==> src/rtl/uart_txq_pkg.sv <==
package uart_txq_pkg;
    typedef enum logic [1:0] {
        ITEM_NONE = 2'd0,
        ITEM_DATA = 2'd1,
        ITEM_BRK  = 2'd2,
        ITEM_IDLE = 2'd3
    } item_e;
endpackage

==> src/rtl/txq_holdbuf.sv <==
module txq_holdbuf #(
    parameter int DATA_W = 9
) (
    input  logic              clk,
    input  logic              rst_n,
    input  logic              en,
    input  logic              wr_valid,
    input  logic [DATA_W-1:0] wr_data,
    input  logic              take,
    output logic              full,
    output logic [DATA_W-1:0] data
);
    typedef struct packed {
        logic              full;
        logic [DATA_W-1:0] data;
    } hb_t;

    hb_t st_d, st_q;

    always_comb begin
        st_d = st_q;
        if (take) st_d.full = 1'b0;
        if (wr_valid && en && !st_q.full) begin
            st_d.full = 1'b1;
            st_d.data = wr_data;
        end
    end

    always_ff @(posedge clk or negedge rst_n) begin
        if (!rst_n) st_q <= '0;
        else        st_q <= st_d;
    end

    assign full = st_q.full;
    assign data = st_q.data;

    // a buffered word is held unchanged until the shifter takes it
    p_hold_r4: assert property (@(posedge clk) disable iff (!rst_n)
        (st_q.full && !take) |=> (st_q.full && $stable(st_q.data)))
        else $error("buffer word changed before take");

    // the shifter takes only from a full buffer
    p_take_full_r4: assert property (@(posedge clk) disable iff (!rst_n)
        take |-> st_q.full)
        else $error("take from empty buffer");
endmodule

==> src/rtl/txq_specq.sv <==
module txq_specq (
    input  logic clk,
    input  logic rst_n,
    input  logic tx_en,
    input  logic brk_req,
    input  logic busy,
    input  logic take_brk,
    input  logic take_idle,
    output logic brk_pend,
    output logic idle_pend
);
    typedef struct packed {
        logic brk;
        logic idle;
        logic en_prev;
    } sq_t;

    sq_t st_d, st_q;

    always_comb begin
        st_d         = st_q;
        st_d.brk     = (st_q.brk  && !take_brk)  || (brk_req && tx_en);
        st_d.idle    = (st_q.idle && !take_idle) || (tx_en && !st_q.en_prev && busy);
        st_d.en_prev = tx_en;
    end

    always_ff @(posedge clk or negedge rst_n) begin
        if (!rst_n) st_q <= '0;
        else        st_q <= st_d;
    end

    assign brk_pend  = st_q.brk;
    assign idle_pend = st_q.idle;

    // a break is taken only when one is queued
    p_brk_taken_r7: assert property (@(posedge clk) disable iff (!rst_n)
        take_brk |-> st_q.brk)
        else $error("break taken with none queued");

    // an idle is never taken ahead of a pending break
    p_idle_after_brk_r9: assert property (@(posedge clk) disable iff (!rst_n)
        take_idle |-> (st_q.idle && !st_q.brk))
        else $error("idle taken ahead of break");
endmodule

==> src/rtl/txq_shifter.sv <==
module txq_shifter
    import uart_txq_pkg::*;
#(
    parameter int DATA_W    = 9,
    parameter int BRK_EXTRA = 3
) (
    input  logic              clk,
    input  logic              rst_n,
    input  logic              bit_tick,
    input  logic              nine_bit,
    input  logic              long_brk,
    input  logic              buf_full,
    input  logic [DATA_W-1:0] buf_data,
    input  logic              brk_pend,
    input  logic              idle_pend,
    output logic              take_data,
    output logic              take_brk,
    output logic              take_idle,
    output logic              busy,
    output logic              line
);
    localparam int SH_W    = DATA_W + 2;
    localparam int CNT_MAX = SH_W + BRK_EXTRA;
    localparam int CNT_W   = $clog2(CNT_MAX + 1);

    typedef struct packed {
        logic            busy;
        logic            fill;
        item_e           kind;
        logic [CNT_W-1:0] cnt;
        logic [SH_W-1:0] sh;
    } sf_t;

    sf_t st_d, st_q;
    logic [CNT_W-1:0] frame_len;
    logic             advance;
    logic [SH_W-1:0]  data_frame;

    always_comb begin
        frame_len = nine_bit ? CNT_W'(DATA_W + 2) : CNT_W'(DATA_W + 1);
        advance   = bit_tick && (!st_q.busy || st_q.cnt == CNT_W'(1));
        take_data = advance && buf_full;
        take_brk  = advance && !buf_full && brk_pend;
        take_idle = advance && !buf_full && !brk_pend && idle_pend;

        data_frame = {1'b1, buf_data, 1'b0};
        if (!nine_bit) data_frame[DATA_W] = 1'b1;

        st_d = st_q;
        if (bit_tick && st_q.busy && st_q.cnt > CNT_W'(1)) begin
            st_d.sh  = {st_q.fill, st_q.sh[SH_W-1:1]};
            st_d.cnt = st_q.cnt - CNT_W'(1);
        end
        if (advance) begin
            if (take_data) begin
                st_d.busy = 1'b1;
                st_d.kind = ITEM_DATA;
                st_d.fill = 1'b1;
                st_d.sh   = data_frame;
                st_d.cnt  = frame_len;
            end else if (take_brk) begin
                st_d.busy = 1'b1;
                st_d.kind = ITEM_BRK;
                st_d.fill = 1'b0;
                st_d.sh   = '0;
                st_d.cnt  = frame_len + (long_brk ? CNT_W'(BRK_EXTRA) : CNT_W'(0));
            end else if (take_idle) begin
                st_d.busy = 1'b1;
                st_d.kind = ITEM_IDLE;
                st_d.fill = 1'b1;
                st_d.sh   = '1;
                st_d.cnt  = frame_len;
            end else begin
                st_d.busy = 1'b0;
                st_d.kind = ITEM_NONE;
                st_d.fill = 1'b1;
                st_d.sh   = '1;
                st_d.cnt  = '0;
            end
        end
    end

    always_ff @(posedge clk or negedge rst_n) begin
        if (!rst_n) begin
            st_q      <= '0;
            st_q.fill <= 1'b1;
            st_q.kind <= ITEM_NONE;
            st_q.sh   <= '1;
        end else begin
            st_q <= st_d;
        end
    end

    assign busy = st_q.busy;
    assign line = st_q.sh[0];

    // an idle shifter keeps the line high
    p_idle_line_r2: assert property (@(posedge clk) disable iff (!rst_n)
        !st_q.busy |-> line)
        else $error("line low while idle");

    // the shifter moves only on a tick
    p_tick_only_r2: assert property (@(posedge clk) disable iff (!rst_n)
        !bit_tick |=> ($stable(st_q.sh) && $stable(st_q.cnt)))
        else $error("shifter moved without tick");

    // a break holds the line low throughout
    p_brk_low_r6: assert property (@(posedge clk) disable iff (!rst_n)
        (st_q.busy && st_q.kind == ITEM_BRK) |-> !line)
        else $error("break bit not low");

    // an idle character holds the line high throughout
    p_idle_high_r8: assert property (@(posedge clk) disable iff (!rst_n)
        (st_q.busy && st_q.kind == ITEM_IDLE) |-> line)
        else $error("idle bit not high");

    // the bit counter stays within the longest character
    p_cnt_range_r6: assert property (@(posedge clk) disable iff (!rst_n)
        st_q.busy |-> (st_q.cnt != '0 && st_q.cnt <= CNT_W'(CNT_MAX)))
        else $error("bit counter out of range");
endmodule

==> src/rtl/uart_tx_queue.sv <==
module uart_tx_queue
    import uart_txq_pkg::*;
#(
    parameter int DATA_W    = 9,
    parameter int BRK_EXTRA = 3
) (
    input  logic              clk,
    input  logic              rst_n,
    input  logic              bit_tick,
    input  logic              tx_en,
    input  logic              brk_req,
    input  logic              long_brk,
    input  logic              nine_bit,
    input  logic              one_wire,
    input  logic              wire_dir,
    input  logic              wr_valid,
    input  logic [DATA_W-1:0] wr_data,
    output logic              tx_out,
    output logic              tx_oe,
    output logic              buf_empty,
    output logic              tx_done
);
    typedef struct packed {
        logic oe;
    } top_t;

    top_t st_d, st_q;

    logic              buf_full;
    logic [DATA_W-1:0] buf_data;
    logic              brk_pend, idle_pend;
    logic              take_data, take_brk, take_idle;
    logic              busy, line;

    txq_holdbuf #(.DATA_W(DATA_W)) u_buf (
        .clk      (clk),
        .rst_n    (rst_n),
        .en       (tx_en),
        .wr_valid (wr_valid),
        .wr_data  (wr_data),
        .take     (take_data),
        .full     (buf_full),
        .data     (buf_data)
    );

    txq_specq u_q (
        .clk       (clk),
        .rst_n     (rst_n),
        .tx_en     (tx_en),
        .brk_req   (brk_req),
        .busy      (busy),
        .take_brk  (take_brk),
        .take_idle (take_idle),
        .brk_pend  (brk_pend),
        .idle_pend (idle_pend)
    );

    txq_shifter #(.DATA_W(DATA_W), .BRK_EXTRA(BRK_EXTRA)) u_sh (
        .clk       (clk),
        .rst_n     (rst_n),
        .bit_tick  (bit_tick),
        .nine_bit  (nine_bit),
        .long_brk  (long_brk),
        .buf_full  (buf_full),
        .buf_data  (buf_data),
        .brk_pend  (brk_pend),
        .idle_pend (idle_pend),
        .take_data (take_data),
        .take_brk  (take_brk),
        .take_idle (take_idle),
        .busy      (busy),
        .line      (line)
    );

    always_comb begin
        st_d    = st_q;
        st_d.oe = tx_en || busy || buf_full || brk_pend || idle_pend;
    end

    always_ff @(posedge clk or negedge rst_n) begin
        if (!rst_n) st_q <= '0;
        else        st_q <= st_d;
    end

    assign tx_out    = line;
    assign tx_oe     = st_q.oe && (!one_wire || wire_dir);
    assign buf_empty = !buf_full;
    assign tx_done   = !busy && !buf_full && !brk_pend && !idle_pend;

    // the pin is owned whenever a character is on the line
    p_own_busy_r10: assert property (@(posedge clk) disable iff (!rst_n)
        busy |-> st_q.oe)
        else $error("character sent without pin ownership");

    // the pin is released only once all work has drained
    p_release_r10: assert property (@(posedge clk) disable iff (!rst_n)
        $fell(st_q.oe) |-> tx_done)
        else $error("pin released with work pending");

    // when done, the line is idle high
    p_done_line_r11: assert property (@(posedge clk) disable iff (!rst_n)
        tx_done |-> tx_out)
        else $error("done flag with line low");
endmodule

==> config.mk <==
export PLATFORM = sky130hd
export DESIGN_NAME = uart_tx_queue
export DESIGN_NICKNAME = d
export VERILOG_FILES = /design/src/rtl/uart_txq_pkg.sv /design/src/rtl/txq_holdbuf.sv /design/src/rtl/txq_specq.sv /design/src/rtl/txq_shifter.sv /design/src/rtl/uart_tx_queue.sv
export SDC_FILE = /design/constraint.sdc
export NUM_CORES = 1
export LEC_CHECK = 0
export ABC_AREA = 1
export BUFFER_PORTS_ARGS = -buffer_cell sky130_fd_sc_hd__clkbuf_2
export CAP_MARGIN = 20
export CORE_UTILIZATION = 30
export DETAILED_ROUTE_END_ITERATION = 10
export HOLD_SLACK_MARGIN = 0.15
export SYNTH_ARGS = -nofsm -noshare
export SYNTH_HDL_FRONTEND = slang
export SYNTH_SLANG_ARGS = --single-unit
==> constraint.sdc <==
create_clock -name clk -period 2.75 [get_ports clk]
set_clock_uncertainty 0.2 [all_clocks]
set_input_delay 0.1375 -clock clk [delete_from_list [all_inputs] [get_ports clk]]
set_output_delay 0.1375 -clock clk [all_outputs]
set_load 0.02 [all_outputs]
After elaboration in Yosys (flattened, before gate mapping)
Index checks and enable logic that the tools add are counted.
{"block": "totals", "ff_bits": 31, "in_bits": 19, "output_inout_bits": 4, "word_cells": 61}
{"block": "classes", "n_addsub": 2, "order_cmp": 1, "n_eq_ne": 1, "mux": 10, "n_reduce_logical": 37}
{"cell": "19-bit 2-to-1 mux", "count": 3}
{"cell": "15-bit 2-to-1 mux", "count": 2}
{"cell": "1-bit logical AND", "count": 19}
{"cell": "10-bit 2-to-1 mux", "count": 1}
{"cell": "1-bit logical NOT", "count": 8}
{"cell": "1-bit logical OR", "count": 8}
{"cell": "4-bit adder", "count": 1}
{"cell": "4-bit by 1-bit equality test with 1-bit output (second input constant)", "count": 1}
{"cell": "4-bit by 1-bit greater-than comparator with 1-bit output (second input constant)", "count": 1}
{"cell": "2-bit nonzero test", "count": 2}
{"cell": "4-bit by 1-bit subtractor with 4-bit output (second input constant)", "count": 1}
{"cell": "1-bit 2-to-1 mux", "count": 3}
{"cell": "2-bit 2-to-1 mux", "count": 1}

Depth between registers and ports, before layout
Gate-level depths: netlist (run 1).
{"block": "depth", "ltp_word": 10, "ltp_mapped": 10, "mapped_depth_nobuf": 10}

By module
Synthesis (run 1) repeated with hierarchy kept, for this count alone.
{"block": "unflattened", "hier_cells": 183, "area_unflattened_um2": 1579.0}
{"mod": "txq_shifter", "instances": 1, "cells_per_inst": 117, "area_each_um2": 957.2, "seq_area_each_um2": 440.4}
{"mod": "txq_holdbuf", "instances": 1, "cells_per_inst": 43, "area_each_um2": 434.2, "seq_area_each_um2": 250.2}
{"mod": "txq_specq", "instances": 1, "cells_per_inst": 11, "area_each_um2": 111.4, "seq_area_each_um2": 75.1}
{"mod": "uart_tx_queue", "instances": 1, "cells_per_inst": 12, "area_each_um2": 76.3, "seq_area_each_um2": 25.0}

Least setup slack after synthesis (run 1)
Ideal clock, no wire load.
{"block": "synth_timing", "path_type": "reg2reg", "from": "register u_q.st_q (netlist bit u_q.brk_pend)", "to": "register st_q", "arrival_ps": 1320, "path_slack_ps": 1067, "stages_incl_launch_ff": 3, "path_buffers": 0, "path_cell_list": "dfrtp_1 > nor4_1 > nand2_1"}
{"block": "synth_between", "elab_chain_cells": 2}
{"element": "from (decl)", "line": "txq_specq.sv:18", "text": "sq_t st_d, st_q;"}
{"element": "from (signal assigned)", "line": "txq_specq.sv:29", "text": "else st_q <= st_d;"}
{"element": "1-bit logical OR (2 in a row)", "line": "uart_tx_queue.sv:77", "text": "st_d.oe = tx_en || busy || buf_full || brk_pend || idle_pend;"}
{"element": "via st_d", "line": "uart_tx_queue.sv:27", "text": "top_t st_d, st_q;"}
{"element": "to (signal assigned)", "line": "uart_tx_queue.sv:82", "text": "else st_q <= st_d;"}
{"element": "to (decl)", "line": "uart_tx_queue.sv:27"}
The timed path passes the listed nets, and every way through them passes these cells.
A chain may end at the register's enable or synchronous reset.

Worst setup path in the final report (run 1)
{"block": "layout_timing", "from": "register u_sh.st_q[12] in the netlist's numbering", "to": "register u_sh.st_q (netlist bit u_sh.line)"}
{"block": "layout_between", "elab_chain_cells": 8, "word_cells_on_any_way": 12, "classes_between": "order compare (1); eq/ne (1); mux (3); reduce/logical (7)"}
{"element": "from (decl)", "line": "txq_shifter.sv:34", "text": "sf_t st_d, st_q;"}
{"element": "from (signal assigned)", "line": "txq_shifter.sv:90", "text": "st_q <= st_d;"}
{"element": "4-bit by 1-bit equality test with 1-bit output", "line": "txq_shifter.sv:41", "text": "advance = bit_tick && (!st_q.busy || st_q.cnt == CNT_W'(1));"}
{"element": "1-bit logical OR", "line": "txq_shifter.sv:41"}
{"element": "1-bit logical AND", "line": "txq_shifter.sv:41"}
{"element": "1-bit logical AND (2 in a row)", "line": "txq_shifter.sv:43", "text": "take_brk = advance && !buf_full && brk_pend;"}
{"element": "19-bit 2-to-1 mux", "line": "txq_shifter.sv:61", "text": "end else if (take_brk) begin"}
{"element": "19-bit 2-to-1 mux", "line": "txq_shifter.sv:55", "text": "if (take_data) begin"}
{"element": "15-bit 2-to-1 mux", "line": "txq_shifter.sv:54", "text": "if (advance) begin"}
Parallel ways exist; a longest one is shown, timed or not.

==> results of run 1 <==
==> path summary, 6_finish.rpt <==
kind | startpoint | end | slack (ns) | cells past startpoint
setup / recovery | u_sh.st_q[12] | u_sh.line | 0.93 | 9
hold / removal | u_q.st_q[0] | u_q.idle_pend | 0.22 | 1
setup reg to reg | u_sh.st_q[12] | u_sh.line | 0.93 | 9
hold reg to reg | u_q.st_q[0] | u_q.idle_pend | 0.22 | 1
max in group asynchronous | rst_n | u_buf.data[5] | 1.58 | 2
min in group asynchronous | rst_n | st_q | 0.27 | 2
==> flip-flops by register name, indices dropped and copies added (netlist names) <==
name,flops
u_sh.busy,1
u_sh.st_q,15
u_q.idle_pend,1
u_q.st_q,1
u_buf.data,9
u_q.brk_pend,1
u_sh.line,1
u_buf.full,1
st_q,1
==> stage by stage <==
| step | cells | hold WS, ns | util, % | worst slack [ns] | power [mW] |
|---|---|---|---|---|---|
| after floorplan | 173 | -0.3581 | - | 1.067 | 1.278 |
| after global placement | 260 | 0.04932 | 35.82 | 0.9417 | 1.408 |
| after detailed placement | 260 | 0.05425 | 35.82 | 0.9248 | 1.421 |
| after CTS | 284 | 0.2267 | 41.51 | 0.9046 | 1.913 |
| after global routing | 284 | 0.2609 | 41.51 | 0.7414 | 2.031 |
| final | 284 | 0.2194 | 41.51 | 0.9330 | 1.887 |
==> cell type report <==
| cell class | count | area [sq um] |
|---|---|---|
| repair buffers | 38 | 270.3 |
| clock inverters | 2 | 35.03 |
| clock buffers | 6 | 82.58 |
| flip-flops and latches | 31 | 790.8 |
| inverters | 16 | 65.06 |
| well taps | 67 | 83.83 |
| fillers | 518 | 2854 |
| multi-input cells | 124 | 698.2 |
==> critical path, stage by stage, from the launching register on <==
cell and delay [ns]:
dfrtp_1 0.36, inv_1 0.11, ha_1 0.22, inv_1 0.05, nand4_1 0.10, nand2_2 0.12
inv_2 0.25, nand2_4 0.14, a21oi_1 0.15, nor2_1 0.05
==> per-layer routing <==
layer	GRT usage [%]	vias to the layer above	wire length [um]
met3	4.065	5	120
met1	17.25	584	1557
met5	0	-	0
met4	6.918	0	46
li1	-	638	-
met2	20.92	21	1499
==> kinds of logic (layout without fill, tap and decap cells) <==
group / count (synthesis) / in the layout / share of synthesized area [%]
adder cells (fa/ha/maj): 4 / 4 / 3.182
AND/OR/NAND/NOR: 92 / 92 / 26.57
XOR/XNOR: 1 / 1 / 0.5570
multiplexers: 9 / 9 / 6.444
AO/OA/AOI/OAI: 18 / 18 / 7.638
buffers and inverters: 18 / 62 / 5.331
flip-flops: 31 / 31 / 50.28
==> power by group <==
part	internal [mW]	leakage, nW	switching, mW	total, mW
logic	0.258	0.568	0.329	0.586
clock network	0.293	0.0612	0.175	0.467
registers	0.709	0.339	0.125	0.833
total	1.26	0.969	0.628	1.89
==> layout by cell type (no fill, tap or decap), types with 2 or more instances in the layout <==
| master | count |
|---|---|
| nor2_1 | 36 |
| nand2_2 | 3 |
| nand4_1 | 2 |
| nor2_2 | 2 |
| mux2_2 | 8 |
| a21oi_1 | 5 |
| dfstp_2 | 12 |
| nand2_4 | 4 |
| dlygate4sd3_1 | 16 |
| o21ai_0 | 6 |
| nand3_1 | 4 |
| ha_1 | 4 |
| clkbuf_8 | 6 |
| inv_1 | 13 |
| clkbuf_2 | 22 |
| nand2_1 | 37 |
| dfrtp_1 | 19 |
| inv_2 | 2 |
==> what timing repair did <==
item / CTS / global route
hold buffers: 16 / 0
hold endpoints to repair: 39 / 0
gates resized for setup: 0 / 0
==> flow_summary.json, run 1 <==
{
  "outcome": "finished clean",
  "htreeDepth": 2,
  "synth_most_common_cell": "nand2_1",
  "io_pins": 23,
  "grt_pass1_vias": 1192,
  "rsz0062_at_grt": "no",
  "clkTransAtPathRegs_ns": 0.07,
  "synthCells": 173,
  "fin_tns_setup_ns": 0,
  "setup_viol": 0,
  "ys_top_cells_by_area": "dfrtp_1 30%, dfstp_2 20%, nand2_1 8.8%, nor2_1 8.6%, mux2_2 5.7%",
  "yosys_warnings": 0,
  "path_class": "flop to flop",
  "grt_max_degree": 32,
  "fmax_ghz": 0.5504,
  "diodes": 0,
  "cts_inserted_buffers": 5,
  "grt_pass1_wl_um": 5444,
  "period_share_pct": 66.07,
  "routed_wl_um": 3224,
  "clkLatencyLatePin_ns": 0.29,
  "cts_setup_buffers": 0,
  "start_util_pct": 32.23,
  "num_rows": 25,
  "drc_errors": 0,
  "grt.overflow.total": 0,
  "ys_ff_latch": 31,
  "area_delta_synth_final_pct": 28.80,
  "final_nets": 239,
  "syn_nets": 196,
  "antenna_found_initial": 0,
  "firstDrtPassIters": 4,
  "grt.total_usage_pct": 13.57,
  "synthFlopType": "dfrtp_1",
  "drive_gt1_share_pct": 30.41,
  "root_buffer": "clkbuf_8",
  "end_kind": "flop",
  "hp-class": "flop to flop",
  "yosysTopAreaCell": "dfrtp_1",
  "yosysUniqueCellTypes": 31,
  "synth-seq-area-share_pct": 50.28,
  "cts_sinks": 31,
  "gp_routability_congestion": 0.8372,
  "placed_cell_area_sq_um": 1748,
  "crit_required_ns": 2.77,
  "crit_arrival_ns": 1.84,
  "synthTopCellsByCount": "37 x nand2_1, 36 x nor2_1, 19 x dfrtp_1, 13 x inv_1, 12 x dfstp_2",
  "ir_drop_mv": 0.4330,
  "async_reset_ff_share_pct": 100.0,
  "tightest_slew_ns": 0.7797,
  "p_leak_nw": 0.9689,
  "clk_path_buf_depth": 2,
  "ant_nets": 0,
  "syn_area_sq_um": 1573,
  "core-area_sq_um": 4880,
  "fin_crit_ns": 1.817,
  "crit_fanout": 14,
  "startpoint_type": "flop",
  "fp.dieH_um": 74.41,
  "hold_viol": 0,
  "synth_edf_count": 0,
  "wire_per_inst_um": 11.35,
  "drv_slew": 0,
  "die_width_um": 74.41,
  "dp_hpwl_um": 2124,
  "pwr_density_cell_nw_per_um2": 931.5,
  "fp.dieArea_sq_um": 5536,
  "viasPerCell": 4.394,
  "syn_area_per_cell_sq_um": 9.091,
  "slew_headroom_pct": 48.02,
  "vias": 1248,
  "cts_tree": "done",
  "port_buffers": 22,
  "netlist.area_leader.share_pct": 30.23,
  "design_area_sq_um": 2026,
  "first_iter_violations": 52,
  "maxCapViolations": 0
}
Note: power is estimated with default switching activity, not from simulation.
==> run 2: changes to the inputs <==
- ABC_AREA: 1 -> 0
- clock period: 2.75 -> 1.8 ns (I/O delays scaled with it)
==> run 2 against run 1 <==
The run now ends with negative setup slack left. Synthesized cell count fell by 13%. Clock power rose by 12%. Non-clock buffer count rose by 19. Die area barely moved. Via count rose by 2.6%. Combinational power rose by 120%. Utilization rose by 2.4 points. Sequential share of layout area fell by 2.1 points. Final cell count fell by 3.2%. Critical path type unchanged. Largest power group unchanged. Highest routed layer unchanged.
==> flow_summary.json, run 2 <==
{
  "outcome": "complete, but fails checks",
  "violations": "negative setup slack",
  "clkTransAtPathRegs_ns": 0.06,
  "r2r-end": "u_sh.st_q[10]",
  "slowest_delay_ns": 0.39,
  "async_reset_ff_share_pct": 100.0,
  "cts_tree": "done",
  "core-area_sq_um": 4880,
  "final_nets": 230,
  "fin_tns_setup_ns": -1.045,
  "synthCells": 150,
  "crit_arrival_ns": 2.00,
  "drive_gt1_share_pct": 38.46,
  "final_cell_mix": "22 x clkbuf_2, 19 x buf_4, 19 x dfrtp_1",
  "top_register": "u_sh.st_q",
  "synthTopCellsByCount": "19 x dfrtp_1, 16 x nor2_1, 15 x nand2_1, 13 x o21ai_0, 12 x dfstp_2",
  "yosysTopAreaCell": "dfrtp_1",
  "hp-class": "input port to async pin",
  "fin_crit_ns": 1.984,
  "area_delta_synth_final_pct": 36.31,
  "clkLatencyLatePin_ns": 0.29,
  "fmax_ghz": 0.5041,
  "startpoint_type": "flop",
  "port_buffers": 22,
  "period_share_pct": 110.2,
  "gp_routability_congestion": 0.9111,
  "syn_area_sq_um": 1572,
  "maxCapViolations": 0,
  "ant_nets": 0,
  "syn_area_per_cell_sq_um": 10.48,
  "path_buf_inv": 1,
  "synth_most_common_cell": "dfrtp_1",
  "synthFlopType": "dfrtp_1",
  "synth_xor_area_share_pct": 0,
  "grt.total_usage_pct": 14.92,
  "largest_reg_flops": 15,
  "muxShareOfSynthArea_pct": 8.519,
  "dp_hpwl_um": 2527,
  "rsz0062_at_grt": "yes",
  "netlist.area_leader.share_pct": 30.25,
  "ys_top_cells_by_area": "dfrtp_1 30%, dfstp_2 20%, mux2_2 7.9%, o31ai_1 4.3%, o21ai_0 4.1%",
  "rrSetupSlack_ns": -0.18,
  "end_kind": "flop",
  "wire_per_inst_um": 12.75,
  "grt.overflow.total": 0,
  "yosys.area_share.adder_pct": 3.185,
  "viasPerCell": 4.655,
  "crit_fanout": 5,
  "crit_required_ns": 1.81,
  "stdcell_count": 275,
  "synth_edf_count": 0,
  "synth-simple-area-share_pct": 12.50,
  "slew_headroom_pct": 64.75,
  "die_width_um": 74.38,
  "ir_drop_mv": 0.6556,
  "worstPathCellList": "inv_2 -> ha_4 -> or3b_4 -> a21oi_4 -> mux2_4 -> mux2_4",
  "num_rows": 25,
  "reg2reg_from": "u_sh.st_q[12]",
  "place_inst": 252,
  "final_common_cell": "clkbuf_2",
  "p_leak_nw": 0.9314,
  "setup_viol": 16,
  "grt_max_degree": 20,
  "yosys_warnings": 0,
  "ys_ff_latch": 31,
  "firstDrtPassIters": 4,
  "io_pins": 23,
  "cts_sinks": 31,
  "htreeDepth": 2,
  "drv_slew": 0,
  "synth-seq-area-share_pct": 50.32,
  "path_class": "flop to flop",
  "drc_errors": 0,
  "fp.dieArea_sq_um": 5532,
  "timing.hold.ws_ns": 0.1107,
  "tightest_slew_ns": 0.5288,
  "hold_viol": 0,
  "fp.dieH_um": 74.38,
  "synth_top_family_by_area": "compound AO/OA/AOI/OAI gates",
  "root_buffer": "clkbuf_8",
  "crit_family": "multiplexers",
  "final_util_pct": 43.90,
  "synth-compound-area-share_pct": 20.54,
  "cpMaxStageDelayCell": "dfrtp_1",
  "syn_nets": 173,
  "grt_pass1_vias": 1269,
  "pre_cts_slack_ns": -0.1638,
  "pwr_density_cell_nw_per_um2": 1455,
  "routed_wl_um": 3507,
  "yosysUniqueCellTypes": 36,
  "cts_inserted_buffers": 5,
  "layout_setup_ws_ns": -0.1836,
  "start_util_pct": 32.21,
  "reg2reg_depth": 6,
  "n_fill_cell": 494,
  "antenna_found_initial": 0,
  "diodes": 0,
  "grt_pass1_wl_um": 5982,
  "cp_common_cell": "mux2_4",
  "vias": 1280,
  "clk_path_buf_depth": 2,
  "first_iter_violations": 66
}
run 2: cell families (layout without fill, tap and decap cells):
logic type	after synthesis	count (layout)
compound gates	44	44
simple gates	43	43
flops	31	31
buf+inv	16	74
mux	12	12
fa+ha+maj	4	4
run 2: repair_timing:
item / 4_1_cts / 5_1_grt
buffers inserted: 0 / 1
hold buffers: 15 / 0
pin swaps: 1 / 0
endpoints found under the hold margin: 53 / 0
setup endpoints to repair: 16 / 28
resized for setup: 2 / 2
run 2: where the power goes:
group	internal, mW	total (mW)	switching (mW)
Sequential	1.10	1.31	0.210
Clock	0.271	0.522	0.251
Combinational	0.673	1.28	0.611
Total	2.04	3.12	1.07
run 2: final cells by class:
| class | instances | area (sq um) | area share (%) |
|---|---|---|---|
| Sequential cell | 31 | 790.8 | 36.92 |
| Multi-Input combinational cell | 103 | 728.2 | 34.00 |
| Timing Repair Buffer | 57 | 424.2 | 19.80 |
| Tap cell | 67 | 83.83 | 3.914 |
| Clock buffer | 7 | 76.32 | 3.563 |
| Inverter | 9 | 33.78 | 1.577 |
| Clock inverter | 1 | 5.005 | 0.2336 |
run 2: metal layers:
layer / part of all wire [%] / track usage, % / vias to the layer above / routed length (um)
met5: 0 / 0 / - / 0
met4: 1.8 / 6.918 / 0 / 63
met3: 3.8 / 4.336 / 8 / 133
met2: 44 / 22.32 / 27 / 1542
met1: 50 / 19.90 / 590 / 1767
li1: - / - / 655 / -
run 2: worst max-delay path by stage:
stage             startpoint       endpoint  depth (start not counted)
2_1_floorplan  u_sh.st_q[12]  u_sh.st_q[10]                          6
3_3_place_gp   u_sh.st_q[12]  u_sh.st_q[10]                          6
3_5_place_dp   u_sh.st_q[12]  u_sh.st_q[10]                          6
4_1_cts        u_sh.st_q[12]  u_sh.st_q[10]                          6
5_1_grt        u_sh.st_q[12]  u_sh.st_q[10]                          6
6_report       u_sh.st_q[12]  u_sh.st_q[10]                          6
run 2: worst reg2reg max path, delay by kind of cell (launching register included):
kind / cells / cell delay [ns]
adders and majority gates: 1 / 0.13
muxes: 2 / 0.57
AOI/OAI and AO/OA: 1 / 0.16
and+or+nand+nor: 1 / 0.39
buffers and inverters: 1 / 0.08
DFF: 1 / 0.39
run 2: stage by stage:
| stage | cell area (sq um) | total power, mW |
|---|---|---|
| 6_report | 2142 | 3.116 |
| 5_1_grt | 2142 | 3.344 |
| 4_1_cts | 2141 | 3.124 |
| 3_5_place_dp | 1907 | 2.552 |
| 3_3_place_gp | 1907 | 2.540 |
| 2_1_floorplan | 1594 | 2.084 |
==> run 3: changes to the inputs <==
- clock period: 1.8 -> 2.5 ns (I/O delays scaled with it)
==> run 3 against run 2 <==
Critical path type unchanged. The flow now finishes without violations. Critical endpoint unchanged. Via count fell by 3.4%. Clock power fell by 29%. Routed wire length fell by 6.5%.
==> flow_summary.json, run 3 (synthesis gave the netlist of run 2 again) <==
{
  "outcome": "finished clean",
  "final_common_cell": "clkbuf_2",
  "start_util_pct": 32.21,
  "worstSetupStartpoint": "u_sh.st_q[12]",
  "gp_routability_congestion": 0.8712,
  "grt_use_met1_pct": 17.62,
  "p_seq_share_pct": 48.1,
  "timing.hold.ws_ns": 0.2101,
  "multi_input_area_sq_um": 703.2,
  "io_pins": 23,
  "swShare_pct": 35.29,
  "use_met2_pct": 23.02,
  "core-area_sq_um": 4880,
  "fmax_ghz": 0.4637,
  "regArea_sq_um": 790.8,
  "pwr_density_cell_nw_per_um2": 1032,
  "clkLatencyLatePin_ns": 0.28,
  "crit_required_ns": 2.51,
  "largest_reg_flops": 15,
  "diodes": 0,
  "final_nets": 212,
  "crit_fanout": 5,
  "hp-class": "input port to flop",
  "grt.total_usage_pct": 14.07,
  "n_fill_cell": 526,
  "rrSetupSlack_ns": 0.34,
  "ir_drop_mv": 0.5187,
  "tightest_slew_ns": 0.7437,
  "clockPowerShare_pct": 18.4,
  "firstDrtPassIters": 4,
  "die_width_um": 74.38,
  "routed_wl_um": 3278,
  "rsz0062_at_grt": "no",
  "fp.dieArea_sq_um": 5532,
  "port_buffers": 22,
  "vias": 1237,
  "setup_viol": 0,
  "antenna_found_initial": 0,
  "r2r-end": "u_sh.st_q[10]",
  "layout_setup_ws_ns": 0.3435,
  "path_class": "flop to flop",
  "area_delta_synth_final_pct": 25.08,
  "drv_slew": 0,
  "p_comb_share_pct": 33.6,
  "p_leak_nw": 0.8315,
  "power_switching_mw": 0.7161,
  "cts_inserted_buffers": 5,
  "wire_per_inst_um": 12.75,
  "clk_path_buf_depth": 2,
  "pre_cts_slack_ns": 0.3485,
  "viasPerCell": 4.813,
  "p_int_mw": 1.313,
  "grt_pass1_wl_um": 5789,
  "htreeDepth": 2,
  "startpoint_type": "flop",
  "fin_tns_setup_ns": 0,
  "reg2reg_depth": 6,
  "dp_hpwl_um": 2305,
  "p_total_mw": 2.029,
  "busiest_layer": "met2",
  "hold_viol": 0,
  "num_rows": 25,
  "cts_tree": "done",
  "final_cell_mix": "22 x clkbuf_2, 19 x dfrtp_1, 16 x nor2_1",
  "design_area_sq_um": 1966,
  "grt_pass1_vias": 1237,
  "post_cts_resized": 0,
  "ant_nets": 0,
  "grt_max_degree": 32,
  "maxCapViolations": 0,
  "top_register": "u_sh.st_q",
  "root_buffer": "clkbuf_8",
  "end_kind": "flop",
  "cts_sinks": 31,
  "drc_errors": 0,
  "fin_crit_ns": 2.156,
  "grt.overflow.total": 0,
  "slew_headroom_pct": 50.42,
  "crit_arrival_ns": 2.17,
  "use_met3_pct": 3.794,
  "first_iter_violations": 68,
  "holdPathStages": 5,
  "period_share_pct": 86.26,
  "cp-endpoint": "u_sh.st_q[10]",
  "reg2reg_from": "u_sh.st_q[12]",
  "clkTransAtPathRegs_ns": 0.06,
  "placed_cell_area_sq_um": 1744,
  "drive_gt1_share_pct": 30.00,
  "fp.dieH_um": 74.38
}
-- run 3: changes by cell type in the layout (fill, tap and decap cells not counted), sizes merged --
cell / delta
buf: -18
-- run 3: cell type report --
cell class                 count  area share (%)
timing repair buffer          39           13.88
multi-input combinational    103           35.77
sequential                    31           40.23
inverter                       9           1.719
clock buffer                   7           3.883
tap                           67           4.265
clock inverter                 1          0.2546
-- run 3: per-stage QoR --
stage / utilization (%) / instances
detailed placement: 35.74 / 235
global placement: 35.74 / 235
finish: 40.28 / 257
CTS: 40.28 / 257
floorplan: - / 150
global route: 40.28 / 257
-- run 3: power groups by stage --
stage / Combinational [mW] / Clock, mW / Sequential [mW]
2_1_floorplan: 0.556 / 0 / 0.915
3_3_place_gp: 0.653 / 0 / 0.980
4_1_cts: 0.688 / 0.388 / 0.977
5_1_grt: 0.770 / 0.411 / 1.01
3_5_place_dp: 0.668 / 0 / 0.986
6_report: 0.681 / 0.373 / 0.975
-- run 3: timing repair --
| item | CTS | global route |
|---|---|---|
| setup endpoints to repair | 0 | 0 |
| hold endpoints to repair | 47 | 0 |
| hold buffers | 14 | 0 |
| setup buffers | 0 | 0 |
-- run 3: worst max-delay path: stages, from the launching register on --
cell,delay (ns)
dfrtp_1,0.39
inv_1,0.10
ha_1,0.21
or3b_4,0.42
a21oi_4,0.16
mux2_2,0.35
mux2_2,0.26
-- run 3: layer usage --
layer,share of wire (%),up-vias
li1,-,616
met1,47,594
met2,48,21
met3,3.6,6
met4,1.6,0
met5,0,-
-- run 3: worst min-delay path by stage --
stage	slack [ns]	start	end
2_1_floorplan	-0.37	rst_n	st_q
5_1_grt	0.25	long_brk	u_sh.st_q[13]
6_report	0.21	long_brk	u_sh.st_q[12]
3_3_place_gp	0.03	rst_n	u_buf.data[6]
3_5_place_dp	0.03	rst_n	u_buf.data[6]
4_1_cts	0.22	long_brk	u_sh.st_q[11]
